File: config.mk
export PLATFORM = sky130hd
export DESIGN_NAME = early_branch_unit
export DESIGN_NICKNAME = d
export VERILOG_FILES = /design/src/rtl/ebr_pkg.sv /design/src/rtl/ebr_field_decode.sv /design/src/rtl/ebr_zero_test.sv /design/src/rtl/ebr_target_adder.sv /design/src/rtl/early_branch_unit.sv
export SDC_FILE = /design/constraint.sdc
export NUM_CORES = 1
export LEC_CHECK = 0
export ABC_AREA = 1
export BUFFER_PORTS_ARGS = -buffer_cell sky130_fd_sc_hd__buf_2
export CAP_MARGIN = 40
export CORE_ASPECT_RATIO = 0.8
export CORE_UTILIZATION = 39
export CTS_BUF_LIST = sky130_fd_sc_hd__clkbuf_2 sky130_fd_sc_hd__clkbuf_4 sky130_fd_sc_hd__clkbuf_8
export DETAILED_ROUTE_END_ITERATION = 16
export GPL_TIMING_DRIVEN = 0
export PLACE_DENSITY = 0.72
export SLEW_MARGIN = 20
export SYNTH_ARGS = -nofsm -noshare
export SYNTH_HDL_FRONTEND = slang
export SYNTH_HIERARCHICAL = 1
export SYNTH_SLANG_ARGS = --single-unit
File: constraint.sdc
create_clock -name clk -period 6.31 [get_ports clk]
set_clock_uncertainty 0.15 [all_clocks]
set_input_delay 0 -clock clk [delete_from_list [all_inputs] [get_ports clk]]
set_output_delay 0 -clock clk [all_outputs]
set_load 0.005 [all_outputs]
File: src/rtl/ebr_pkg.sv
package ebr_pkg;

  localparam int unsigned OPC_W = 6;

  localparam logic [OPC_W-1:0] OPC_BR_EQZ = 6'h04;
  localparam logic [OPC_W-1:0] OPC_BR_NEZ = 6'h05;

  typedef enum logic [1:0] {
    BR_NONE = 2'd0,
    BR_EQZ  = 2'd1,
    BR_NEZ  = 2'd2
  } br_kind_e;

endpackage

File: src/rtl/ebr_field_decode.sv
module ebr_field_decode
  import ebr_pkg::*;
#(
  parameter int unsigned XLEN  = 32,
  parameter int unsigned RA_W  = 5,
  parameter int unsigned IMM_W = 16
) (
  input  logic [XLEN-1:0]  instr,
  output br_kind_e         kind,
  output logic [RA_W-1:0]  rs_idx,
  output logic [IMM_W-1:0] imm
);

  // Fields counted from the most significant end: opcode, source, second reg.
  localparam int unsigned OPC_LO = XLEN - OPC_W;
  localparam int unsigned RS_LO  = OPC_LO - RA_W;

  logic [OPC_W-1:0] opcode;
  logic             unused_second_field;

  assign opcode = instr[XLEN-1 -: OPC_W];
  assign rs_idx = instr[OPC_LO-1 -: RA_W];
  assign imm    = instr[IMM_W-1:0];
  assign unused_second_field = ^instr[RS_LO-1:IMM_W];

  always_comb begin
    case (opcode)
      OPC_BR_EQZ: kind = BR_EQZ;
      OPC_BR_NEZ: kind = BR_NEZ;
      default:    kind = BR_NONE;
    endcase
  end

endmodule

File: src/rtl/ebr_zero_test.sv
module ebr_zero_test
  import ebr_pkg::*;
#(
  parameter int unsigned XLEN = 32
) (
  input  br_kind_e        kind,
  input  logic [XLEN-1:0] rs_val,
  output logic            taken
);

  logic is_zero;

  assign is_zero = ~|rs_val;

  always_comb begin
    case (kind)
      BR_EQZ:  taken = is_zero;
      BR_NEZ:  taken = ~is_zero;
      default: taken = 1'b0;
    endcase
  end

endmodule

File: src/rtl/ebr_target_adder.sv
module ebr_target_adder #(
  parameter int unsigned XLEN  = 32,
  parameter int unsigned IMM_W = 16
) (
  input  logic [XLEN-1:0]  base,
  input  logic [IMM_W-1:0] disp,
  output logic [XLEN-1:0]  target
);

  localparam int unsigned EXT_W = XLEN - IMM_W;

  logic [XLEN-1:0] disp_ext;

  assign disp_ext = {{EXT_W{disp[IMM_W-1]}}, disp};
  assign target   = base + disp_ext;

endmodule

File: src/rtl/early_branch_unit.sv
module early_branch_unit
  import ebr_pkg::*;
#(
  parameter int unsigned   XLEN        = 32,
  parameter int unsigned   RA_W        = 5,
  parameter int unsigned   IMM_W       = 16,
  parameter int unsigned   INSTR_BYTES = 4,
  parameter logic [31:0]   RESET_PC    = 32'h0
) (
  input  logic            clk,
  input  logic            rst,
  input  logic            stall,
  input  logic [XLEN-1:0] fetch_instr,
  output logic [XLEN-1:0] fetch_pc,
  output logic [RA_W-1:0] rs_addr,
  input  logic [XLEN-1:0] rs_data,
  output logic [XLEN-1:0] next_pc,
  output logic            redirect,
  output logic            flush,
  output logic [XLEN-1:0] id_instr,
  output logic [XLEN-1:0] id_npc
);

  localparam logic [XLEN-1:0] STEP    = XLEN'(INSTR_BYTES);
  localparam logic [XLEN-1:0] PC_INIT = XLEN'(RESET_PC);

  logic [XLEN-1:0]  pc_q;
  logic [XLEN-1:0]  ir_q;
  logic [XLEN-1:0]  npc_q;
  logic [XLEN-1:0]  seq_pc;
  logic [XLEN-1:0]  br_target;
  logic [IMM_W-1:0] imm;
  br_kind_e         kind;
  logic             taken;

  ebr_field_decode #(.XLEN(XLEN), .RA_W(RA_W), .IMM_W(IMM_W)) u_dec (
    .instr  (ir_q),
    .kind   (kind),
    .rs_idx (rs_addr),
    .imm    (imm)
  );

  ebr_zero_test #(.XLEN(XLEN)) u_zt (
    .kind   (kind),
    .rs_val (rs_data),
    .taken  (taken)
  );

  ebr_target_adder #(.XLEN(XLEN), .IMM_W(IMM_W)) u_tgt (
    .base   (npc_q),
    .disp   (imm),
    .target (br_target)
  );

  assign seq_pc   = pc_q + STEP;
  assign next_pc  = taken ? br_target : seq_pc;
  assign redirect = taken;
  assign flush    = taken & ~stall;
  assign fetch_pc = pc_q;
  assign id_instr = ir_q;
  assign id_npc   = npc_q;

  always_ff @(posedge clk) begin
    if (rst) begin
      pc_q  <= PC_INIT;
      ir_q  <= '0;
      npc_q <= '0;
    end else if (!stall) begin
      pc_q <= next_pc;
      if (taken) begin
        ir_q  <= '0;
        npc_q <= '0;
      end else begin
        ir_q  <= fetch_instr;
        npc_q <= seq_pc;
      end
    end
  end

  // reset state
  a_r1_reset_state: assert property (@(posedge clk)
    rst |=> (pc_q == PC_INIT && ir_q == '0 && npc_q == '0));

  // straight-line advance
  a_r2_seq_advance: assert property (@(posedge clk) disable iff (rst)
    (!stall && !redirect) |=> (pc_q == $past(pc_q) + STEP));

  // non-branch opcodes never redirect
  a_r6_no_branch_quiet: assert property (@(posedge clk) disable iff (rst)
    (kind == BR_NONE) |-> (!redirect && !flush));

  // squash loads a no-op and the target
  a_r8_flush_bubble: assert property (@(posedge clk) disable iff (rst)
    flush |=> (ir_q == '0 && pc_q == $past(br_target)));

  // stall freezes state
  a_r9_stall_hold: assert property (@(posedge clk) disable iff (rst)
    stall |=> ($stable(pc_q) && $stable(ir_q) && $stable(npc_q)));

endmodule

### Yosys cells after proc, flatten, opt, wreduce, memory -nomap -nowiden

Cells that the tools add are included.

* bits in registers: 96
* input bits: 67
* output and inout bits: 135
* logic and storage cells: 18

* add/sub/neg operators: 2
* equality and inequality tests: 4
* mux-type cells: 5
* bitwise logic cells: 2
* reduce and logical (&&, ||, !) cells: 2

Operators by type and width (number)
* two-way mux 32 bit: 3
* adder 32 x 3 -> 32 bit (second input constant): 1
* adder 32 bit: 1
* OR reduction 32 bit: 1
* == test 6 x 3 -> 1 bit (second input constant): 2
* case mux 2 bit (2 select lines): 1
* == test 2 x 1 -> 1 bit (second input constant): 1
* == test 2 bit (second input constant): 1
* case mux 1 bit (2 select lines): 1
* bitwise AND 1 bit: 1
* logical NOT 1 bit: 1
* inverter 1 bit: 1

### Depth between registers and ports, before layout

Gate-level depths: netlist of the first run.

* depth after elaboration: 5
* depth in mapped cells: 17
* depth with buffers taken out: 16

### By module

Netlist of the first run, hierarchy kept.

By module, submodules not included
* early_branch_unit: times used 1, cells each 693, area an instance 4663.2 sq um, sequential area each 1921.8 sq um
* ebr_target_adder: times used 1, cells each 494, area an instance 2384.8 sq um, sequential area each 0.0 sq um
* ebr_field_decode: times used 1, cells each 30, area an instance 193.9 sq um, sequential area each 0.0 sq um
* ebr_zero_test: times used 1, cells each 38, area an instance 143.9 sq um, sequential area each 0.0 sq um

### Worst setup path before layout of the first run

No wires, ideal clock.

* path type: flip-flop to flip-flop
* start: register ir_q[0], in the netlist id_instr[0]
* end: register pc_q[28], in the netlist fetch_pc[28]
* library setup time: 0.109 ns
* arrival time: 1.942 ns
* data required time: 6.051 ns
* setup slack: 4.109 ns
* stages on the path, launching flop included: 18
* path buffers: 1
* clock period less this slack: 2.201 ns
* cell sequence: dfxtp_1 > buf_4 > ha_1 > fa_1 > nand3_1 > nand3_2 > nand2_1 > nand2_2 > nand2_1 > nand2_2 > nand2_1 > nand2_1 > nand2_1 > nand2_1 > nand2_1 > nand3_1 > nand2_1 > inv_1

* longest elaborated chain between the ends: 2

Ends and longest elaborated chain
* start: declaration: RTL line early_branch_unit.sv:28 `logic [XLEN-1:0] ir_q;`
* start signal: assignment: RTL line early_branch_unit.sv:74 `ir_q <= fetch_instr;`
* adder 32 bit: RTL line ebr_target_adder.sv:15 `assign target = base + disp_ext;`
* net br_target[28]: RTL line early_branch_unit.sv:31 `logic [XLEN-1:0] br_target;`
* two-way mux 32 bit: RTL line early_branch_unit.sv:56 `assign next_pc = taken ? br_target : seq_pc;`
* end signal: assignment: RTL line early_branch_unit.sv:69 `pc_q <= next_pc;`
* end: declaration: RTL line early_branch_unit.sv:27 `logic [XLEN-1:0] pc_q;`

The timed path passes the listed nets, and every way through them passes these cells.
A chain may end at the register's enable or synchronous reset.

### Final worst setup path of the first run

* start: register ir_q[0], in the netlist id_instr[0]
* end: output next_pc[14]

* longest elaborated chain between the ends: 2

Ends and longest elaborated chain
* adder 32 bit: RTL line ebr_target_adder.sv:15
* net br_target[14]: RTL line early_branch_unit.sv:31
* two-way mux 32 bit: RTL line early_branch_unit.sv:56
* end: declaration: RTL line early_branch_unit.sv:17 `output logic [XLEN-1:0] next_pc,`

The timed path passes the listed nets, and every way through them passes these cells.

==> flow_summary.json, run 1 <==
{
  "drc": 0,
  "synth_nets": 1355,
  "post_cts_buffers": 0,
  "period_minus_slack_ps": 2980,
  "yosysSeqAreaShare_pct": 26.0,
  "slew_headroom_pct": 58.1,
  "grt_pass1_vias": 7924,
  "htree_levels": 3,
  "fin_nets": 1602,
  "nFillCells": 1898,
  "critPathTopFamily": "adder cells",
  "dieArea_um2": 19500,
  "synth_edf_count": 0,
  "core_area_um2": 18300,
  "stdcell_count": 1759,
  "hold_buffers": 35,
  "hpwlAfterDp_um": 20200,
  "crit_type": "register to primary output",
  "dp_slack_ps": 3820,
  "status": "finished clean",
  "synth_async_sr_flop_share_pct": 0,
  "ys.flop_type": "dfxtp_1",
  "start_util_pct": 40.3,
  "grt_first_pass_wirelength_um": 39800,
  "grt_use_met3_pct": 3.81,
  "yosysWarnings": 6,
  "rsz0062_at_grt": "false",
  "hold-worst-slack_ps": 117,
  "clkTransAtPathRegs_ps": 100,
  "hold_viol": 0,
  "synthDistinctLibCells": 35,
  "drt_iter0_markers": 718,
  "row_count": 44,
  "maxCapViolCount": 0,
  "cts_buffers": 9,
  "leakage_nw": 5.32,
  "path_cells": "buf_4 > ha_1 > fa_1 > nand2_1 > nand3_2 > nand2_1 > nand2_2 > xor2_1 > inv_1 > o21ai_0 > buf_2",
  "crit_cells": 11,
  "min_period_over_period_pct": 47.2,
  "gp_congestion": 0.952,
  "io_buffers": 201,
  "cts_tree": "built",
  "die_x_um": 156,
  "finalSetupViolCount": 0,
  "postSynthCellCount": 1255,
  "ios": 202,
  "crit_path_max_incr_delay_ps": 470,
  "grt_use_met2_pct": 40.2,
  "setup_slack_ps": 3330,
  "avgSynthCellArea_um2": 5.89,
  "cp_slowest_cell": "fa_1",
  "max_freq_mhz": 335,
  "top_usage_layer": "met2",
  "path_buf_inv": 3,
  "antenna_left": 0,
  "antenna_cells": 0,
  "first_pass_iters": 5,
  "drive_above_1_share_pct": 20.1,
  "met1_usage_pct": 36.5,
  "power_density_nw_per_um2": 162,
  "final.setup.tns_ps": 0,
  "rr_worst_depth": 15,
  "clockBufferDepth": 2,
  "grt_antenna_before_repair": 0,
  "vias": 8485,
  "critPathMaxFanout": 4,
  "hold_depth": 4,
  "overflow": 0,
  "crit_path_start_kind": "register",
  "vias_per_cell": 4.82,
  "dieHeight_um": 125,
  "ir_drop_mv": 0.0898,
  "synth-seq-cells": 96,
  "hp-class": "input pin to register",
  "grt_use_total_pct": 26.0,
  "drt-wirelength-per-cell_um": 14.2,
  "worst_slew_pin_slew_ps": 629,
  "cp.required_ps": 6160,
  "dp.cells": 1709,
  "worstSetupEndpointType": "primary output",
  "areaGrowthSynthToFinish_pct": 25.3,
  "grt_max_degree": 18,
  "crit_top_cell": "nand2_1",
  "clk_latency_ps": 380,
  "wl_um": 25000,
  "syn_area_um2": 7390,
  "root_buffer": "clkbuf_8",
  "clock-sinks": 96,
  "ctsResizeCount": 0,
  "critPathArrivalTime_ps": 2830,
  "maxSlewViolCount": 0
}
-- area by class of cell --
class | instances | area (um2) | area share, %
buffer | 58 | 309 | 3.34
clock buffer | 10 | 138 | 1.49
clock inverter | 5 | 57.6 | 0.622
inverter | 186 | 698 | 7.54
multi-input combinational | 915 | 4460 | 48.2
sequential | 96 | 1920 | 20.8
tap | 253 | 317 | 3.42
timing repair buffer | 236 | 1360 | 14.7
-- Yosys cell counts (4+ instances only) --
master / n / area [um2]
nor2_2: 5 / 31.3
inv_1: 182 / 683
buf_4: 22 / 165
buf_2: 7 / 35.0
nor2_4: 6 / 67.6
a21oi_1: 114 / 571
dfxtp_1: 96 / 1920
nand2_2: 18 / 113
clkbuf_1: 26 / 97.6
nand2_1: 455 / 1710
nor2_1: 103 / 387
xor2_1: 17 / 149
o21ai_1: 6 / 30.0
nand2_4: 4 / 45.0
nand3_1: 61 / 305
nand3_2: 13 / 130
ha_1: 32 / 400
o21ai_0: 54 / 270
-- sequential cells by signal (all words and copies together), names as in the netlist --
| name | cells |
|---|---|
| id_npc | 32 |
| fetch_pc | 32 |
| id_instr | 32 |
-- report_power, final --
part	switching (W)	internal, W
clock	0.000230	0.000191
combinational	0.000232	0.000157
sequential	0.0000418	0.000643
total	0.000504	0.000991
-- cells in the final DEF (no fill, tap or decap), types with 26 or more instances in the layout --
cell type      instances
inv_1                182
buf_2                208
o21ai_0               54
nand3_1               61
nand2_1              455
dlygate4sd3_1         35
nor2_1               103
dfxtp_1               96
a21oi_1              114
ha_1                  32
clkbuf_1              26
-- per-stage QoR --
stage / utilization (%) / area, um2 / power, W
floorplan: - / 7390 / 0.000904
global placement: 47.5 / 8710 / 0.00106
detailed placement: 47.5 / 8710 / 0.00106
CTS: 50.5 / 9250 / 0.00149
global route: 50.5 / 9250 / 0.00158
finish: 50.5 / 9250 / 0.00150
-- path summary, 6_finish.rpt --
path | from | to | slack [ps]
max reg2reg | id_instr[28] | fetch_pc[23] | 3780
max | id_instr[0] | next_pc[14] | 3330
min reg2reg | id_instr[19] | id_instr[19] | 320
min | stall | fetch_pc[17] | 120
-- cells by family (layout without fill, tap and decap cells) --
kind of cell               count (synthesis)  after routing  share of synthesized area [%]
AOI/OAI and AO/OA                        182            182                           12.6
xor gates and xnor gates                  20             20                           2.37
buffers and inverters                    244            495                           13.6
DFF                                       96             96                           26.0
and+or+nand+nor                          680            680                           39.6
adders and majority gates                 33             33                           5.69
-- layer usage --
metal	wire (um)	vias up
met2	10800	324
met3	1850	45
met5	0	-
met1	11600	3766
met4	712	0
li1	-	4350
-- worst min-delay path: stages --
cell and delay [ps]:
buf_2 140, clkbuf_1 250, o21ai_2 190, inv_1 30
No activity file was read; power rests on OpenSTA's default activity.
==> inputs of run 2 (changes only) <==
- clock period: 6.31 -> 2.8 ns (I/O delays scaled with it)
==> run 2 against run 1 <==
Non-clock buffer count rose by 2; sequential cell count did not move; combinational power increased by 130%; global-route usage hardly changed; via count up 0.66%; register-to-register slack lost 3400 ps; die area is the same; sequential power rose by 120%; final cell count increased by 0.11%; hold slack worse by 17 ps; clock-buffer cell count did not move; sequential share of layout area down 0.23 points; critical path type unchanged; largest power group unchanged.
==> flow_summary.json, run 2 (synthesis gave the netlist of run 1 again) <==
{
  "status": "finished clean",
  "r2r_start": "id_instr[0]",
  "core_area_um2": 18300,
  "clkTransAtPathRegs_ps": 110,
  "drt_iter0_markers": 704,
  "hold_depth": 4,
  "crit_path_start_kind": "register",
  "clockBufferDepth": 2,
  "overflow": 0,
  "crit_path_max_incr_delay_ps": 400,
  "power_density_nw_per_um2": 362,
  "first_pass_iters": 6,
  "drt-wirelength-per-cell_um": 14.3,
  "hp-class": "input pin to register",
  "grt_pass1_vias": 7933,
  "hold-worst-slack_ps": 100,
  "hold_viol": 0,
  "antenna_left": 0,
  "final.setup.tns_ps": 0,
  "critPathTopFamily": "simple AND/OR/NAND/NOR gates",
  "start_util_pct": 40.3,
  "worst_slew_pin_slew_ps": 623,
  "hpwlAfterDp_um": 20200,
  "rr_worst_depth": 16,
  "wl_um": 25100,
  "r2r_setup_slack_ps": 350,
  "crit_type": "register to primary output",
  "row_count": 44,
  "vias_per_cell": 4.85,
  "dieHeight_um": 125,
  "maxCapViolCount": 0,
  "cts_buffers": 9,
  "drc": 0,
  "worstSetupEndpointType": "primary output",
  "htree_levels": 3,
  "io_buffers": 201,
  "ir_drop_mv": 0.201,
  "slew_headroom_pct": 58.5,
  "final_cell_mix": "nand2_1, buf_2, inv_1",
  "min-delay-start": "stall",
  "cp_slowest_cell": "fa_2",
  "min_period_over_period_pct": 97.3,
  "clock-sinks": 96,
  "areaGrowthSynthToFinish_pct": 26.8,
  "path_buf_inv": 3,
  "grt_use_total_pct": 26.0,
  "final_util_pct": 51.1,
  "period_minus_slack_ps": 2720,
  "worst_r2r_endpoint": "fetch_pc[30]",
  "critPathArrivalTime_ps": 2570,
  "finalSetupViolCount": 0,
  "vias": 8541,
  "root_buffer": "clkbuf_8",
  "rsz0062_at_grt": "true",
  "ios": 202,
  "max_freq_mhz": 367,
  "grt_max_degree": 18,
  "layout_commonest_cell": "nand2_1",
  "cts_tree": "built",
  "grt_antenna_before_repair": 0,
  "dieArea_um2": 19500,
  "grt_first_pass_wirelength_um": 39900,
  "critPathMaxFanout": 3,
  "gp_congestion": 0.952,
  "path_cells": "buf_4 > ha_2 > fa_2 > buf_4 > nand2_1 > nand3_2 > nand2_1 > nand2_2 > nand2_1 > nand2_1 > nand2_1 > nand2_1 > nand2_1 > nand2_1 > buf_2",
  "leakage_nw": 5.33,
  "clk_latency_ps": 380,
  "holdPathEnd": "fetch_pc[17]",
  "drive_above_1_share_pct": 21.8,
  "maxSlewViolCount": 0,
  "die_x_um": 156,
  "crit_top_cell": "nand2_1",
  "antenna_cells": 0,
  "fin_nets": 1604,
  "cp.required_ps": 2650
}
==> run 2: cell types whose count changed in the layout (fill, tap and decap cells not counted), sizes merged <==
cell	change
inv	+1
clkinv	-1
buf	+1
clkbuf	+1
==> run 2: worst max path at each step <==
stage / from / endpoint / depth (start not counted)
after floorplan: id_instr[0] / fetch_pc[28] / 17
after global placement: id_instr[0] / next_pc[14] / 11
after detailed placement: id_instr[0] / fetch_pc[28] / 17
after CTS: id_instr[0] / next_pc[20] / 16
after global routing: id_instr[0] / next_pc[22] / 15
final: id_instr[0] / next_pc[22] / 15
==> run 2: per-layer routing <==
layer | global-route usage (%) | part of all wire [%]
met5 | 0 | 0
met4 | 9.28 | 2.8
met3 | 3.81 | 8.2
met2 | 40.2 | 43
met1 | 36.5 | 46
==> run 2: worst min-delay path, cell delays in order <==
cell and delay, ps:
buf_2 140, clkbuf_1 250, o21ai_2 190, inv_1 30
==> run 2: stage by stage <==
step,setup WS [ps],power (W),cells,cell area (um2)
5_1_grt,-22.5,0.00357,1761,9360
6_report,75.4,0.00339,1761,9360
3_5_place_dp,308,0.00239,1709,8710
3_3_place_gp,272,0.00238,1709,8710
4_1_cts,43.3,0.00336,1759,9270
2_1_floorplan,599,0.00204,1255,7390
==> run 2: final cells by class <==
type | instances | area (um2)
Fill cell | 1883 | 8970
Multi-Input combinational cell | 915 | 4540
Sequential cell | 96 | 1920
Timing Repair Buffer | 238 | 1370
Inverter | 186 | 701
Buffer | 58 | 320
Tap cell | 253 | 317
Clock buffer | 10 | 138
Clock inverter | 5 | 57.6
==> run 2: what timing repair did <==
action / 4_1_cts / 5_1_grt
hold buffers: 35 / 0
resized for setup: 4 / 30
setup endpoints to repair: 6 / 18
pin swaps: 0 / 2
setup buffers: 0 / 2
endpoints found under the hold margin: 34 / 0
==> run 2: report_power, final <==
group	internal, W	total [W]	switching (W)
combinational	0.000362	0.000892	0.000530
clock	0.000431	0.000954	0.000523
sequential	0.00145	0.00154	0.0000948
total	0.00224	0.00339	0.00115
==> inputs of run 3 (changes only) <==
- CTS_BUF_LIST: sky130_fd_sc_hd__clkbuf_2 sky130_fd_sc_hd__clkbuf_4 sky130_fd_sc_hd__clkbuf_8 -> not set
==> run 3 against run 2 <==
Clock power up 32%; sequential share of layout area down 0.15 points; critical path depth down 3; final cell count unchanged; combinational power down 0.9%; die area unchanged; highest routed layer unchanged.
==> flow_summary.json, run 3 (synthesis gave the netlist of run 1 again) <==
{
  "hp-class": "input pin to register",
  "setup_slack_ps": 63.2,
  "status": "finished clean",
  "first_pass_iters": 5,
  "vias_per_cell": 4.85,
  "drt_iter0_markers": 693,
  "antenna_left": 0,
  "cts_tree": "built",
  "comb_power_share_pct": 23.9,
  "layout_commonest_cell": "nand2_1",
  "start_util_pct": 40.3,
  "cp.required_ps": 2650,
  "clkTransAtPathRegs_ps": 70,
  "grt_use_total_pct": 26.0,
  "clock-sinks": 96,
  "clockPowerShare_pct": 34.2,
  "dieArea_um2": 19500,
  "die_x_um": 156,
  "crit_start": "id_instr[0]",
  "grt_max_degree": 18,
  "min-delay-start": "stall",
  "final_cell_mix": "nand2_1, buf_2, inv_1",
  "min_period_over_period_pct": 97.7,
  "dieHeight_um": 125,
  "crit_type": "register to primary output",
  "overflow": 0,
  "gp_congestion": 0.952,
  "finalSetupViolCount": 0,
  "nFillCells": 1875,
  "final.setup.tns_ps": 0,
  "row_count": 44,
  "ir_drop_mv": 0.237,
  "drive_above_1_share_pct": 21.1,
  "root_buffer": "clkbuf_16",
  "path_cells": "buf_4 > ha_2 > fa_2 > buf_4 > nand2_1 > nand3_2 > nand2_1 > nand2_2 > xor2_2 > inv_1 > o21ai_1 > buf_2",
  "r2r_start": "id_instr[0]",
  "critPathTopFamily": "adder cells",
  "areaGrowthSynthToFinish_pct": 27.6,
  "hold-worst-slack_ps": 151,
  "maxCapViolCount": 0,
  "intPower_w": 0.00252,
  "leakage_nw": 5.38,
  "finalInstanceArea_um2": 9430,
  "clockBufferDepth": 2,
  "drc": 0,
  "io_buffers": 201,
  "grt_first_pass_wirelength_um": 39900,
  "hpwlAfterDp_um": 20200,
  "cts_buffers": 9,
  "critPathMaxFanout": 3,
  "switching_share_pct": 31.8,
  "clk_latency_ps": 350,
  "vias": 8534,
  "dp_slack_ps": 308,
  "crit_path_max_incr_delay_ps": 400,
  "path_buf_inv": 4,
  "slew_headroom_pct": 57.7,
  "grt_antenna_before_repair": 0,
  "worst_slew_pin_slew_ps": 635,
  "ios": 202,
  "placed_cell_area_um2": 8710,
  "power_density_nw_per_um2": 392,
  "cp_slowest_cell": "fa_2",
  "fin_nets": 1604,
  "wl_um": 25100,
  "seqPwrFrac_pct": 41.8,
  "maxSlewViolCount": 0,
  "drt-wirelength-per-cell_um": 14.2,
  "crit_path_start_kind": "register",
  "grt_pass1_vias": 7960,
  "final_util_pct": 51.4,
  "antenna_cells": 0,
  "core_area_um2": 18300,
  "critPathArrivalTime_ps": 2590,
  "p_sw_w": 0.00118,
  "htree_levels": 3,
  "max_freq_mhz": 365,
  "worstSetupEndpointType": "primary output",
  "period_minus_slack_ps": 2740,
  "hold_viol": 0
}
run 3: final timing paths:
kind | end | slack (ps) | cells after the start
hold / removal | fetch_pc[17] | 150 | 4
hold reg to reg | id_instr[19] | 320 | 2
setup / recovery | next_pc[14] | 60 | 12
setup reg to reg | fetch_pc[30] | 350 | 16
run 3: repair_timing:
| action | CTS | global route |
|---|---|---|
| cloned | 0 | 0 |
| endpoints found under the hold margin | 34 | 0 |
| hold buffers | 35 | 0 |
| pin swaps | 0 | 2 |
| setup buffers | 0 | 2 |
| resized for setup | 3 | 18 |
| setup endpoints to repair | 3 | 16 |
run 3: area by class of cell:
cell class	count	area, um2	area share [%]
multi-input cells	915	4500	47.8
flip-flops and latches	96	1920	20.4
repair buffers	238	1370	14.5
inverters	186	701	7.43
well taps	253	317	3.36
plain buffers	58	314	3.33
clock buffers	10	239	2.54
clock inverters	5	57.6	0.611
run 3: power groups by stage:
stage / sequential, W / combinational, W / clock [W]
floorplan: 0.00155 / 0.000485 / 0
global placement: 0.00157 / 0.000810 / 0
detailed placement: 0.00157 / 0.000820 / 0
CTS: 0.00154 / 0.000864 / 0.00127
global route: 0.00156 / 0.000981 / 0.00134
finish: 0.00154 / 0.000884 / 0.00126
run 3: routing by layer:
layer | up-vias | wire (um) | global-route usage (%)
li1 | 4352 | - | -
met1 | 3806 | 11500 | 36.3
met2 | 332 | 11000 | 40.8
met3 | 44 | 1980 | 3.85
met4 | 0 | 612 | 8.36
met5 | - | 0 | 0
run 3: tightest hold or removal path, cell delays in order:
cell	delay, ps
buf_2	140
clkbuf_1	250
o21ai_2	190
inv_1	30
run 3: metrics by stage:
stage / power [W] / cells
final: 0.00369 / 1761
after floorplan: 0.00204 / 1255
after CTS: 0.00368 / 1759
after global placement: 0.00238 / 1709
after detailed placement: 0.00239 / 1709
after global routing: 0.00387 / 1761
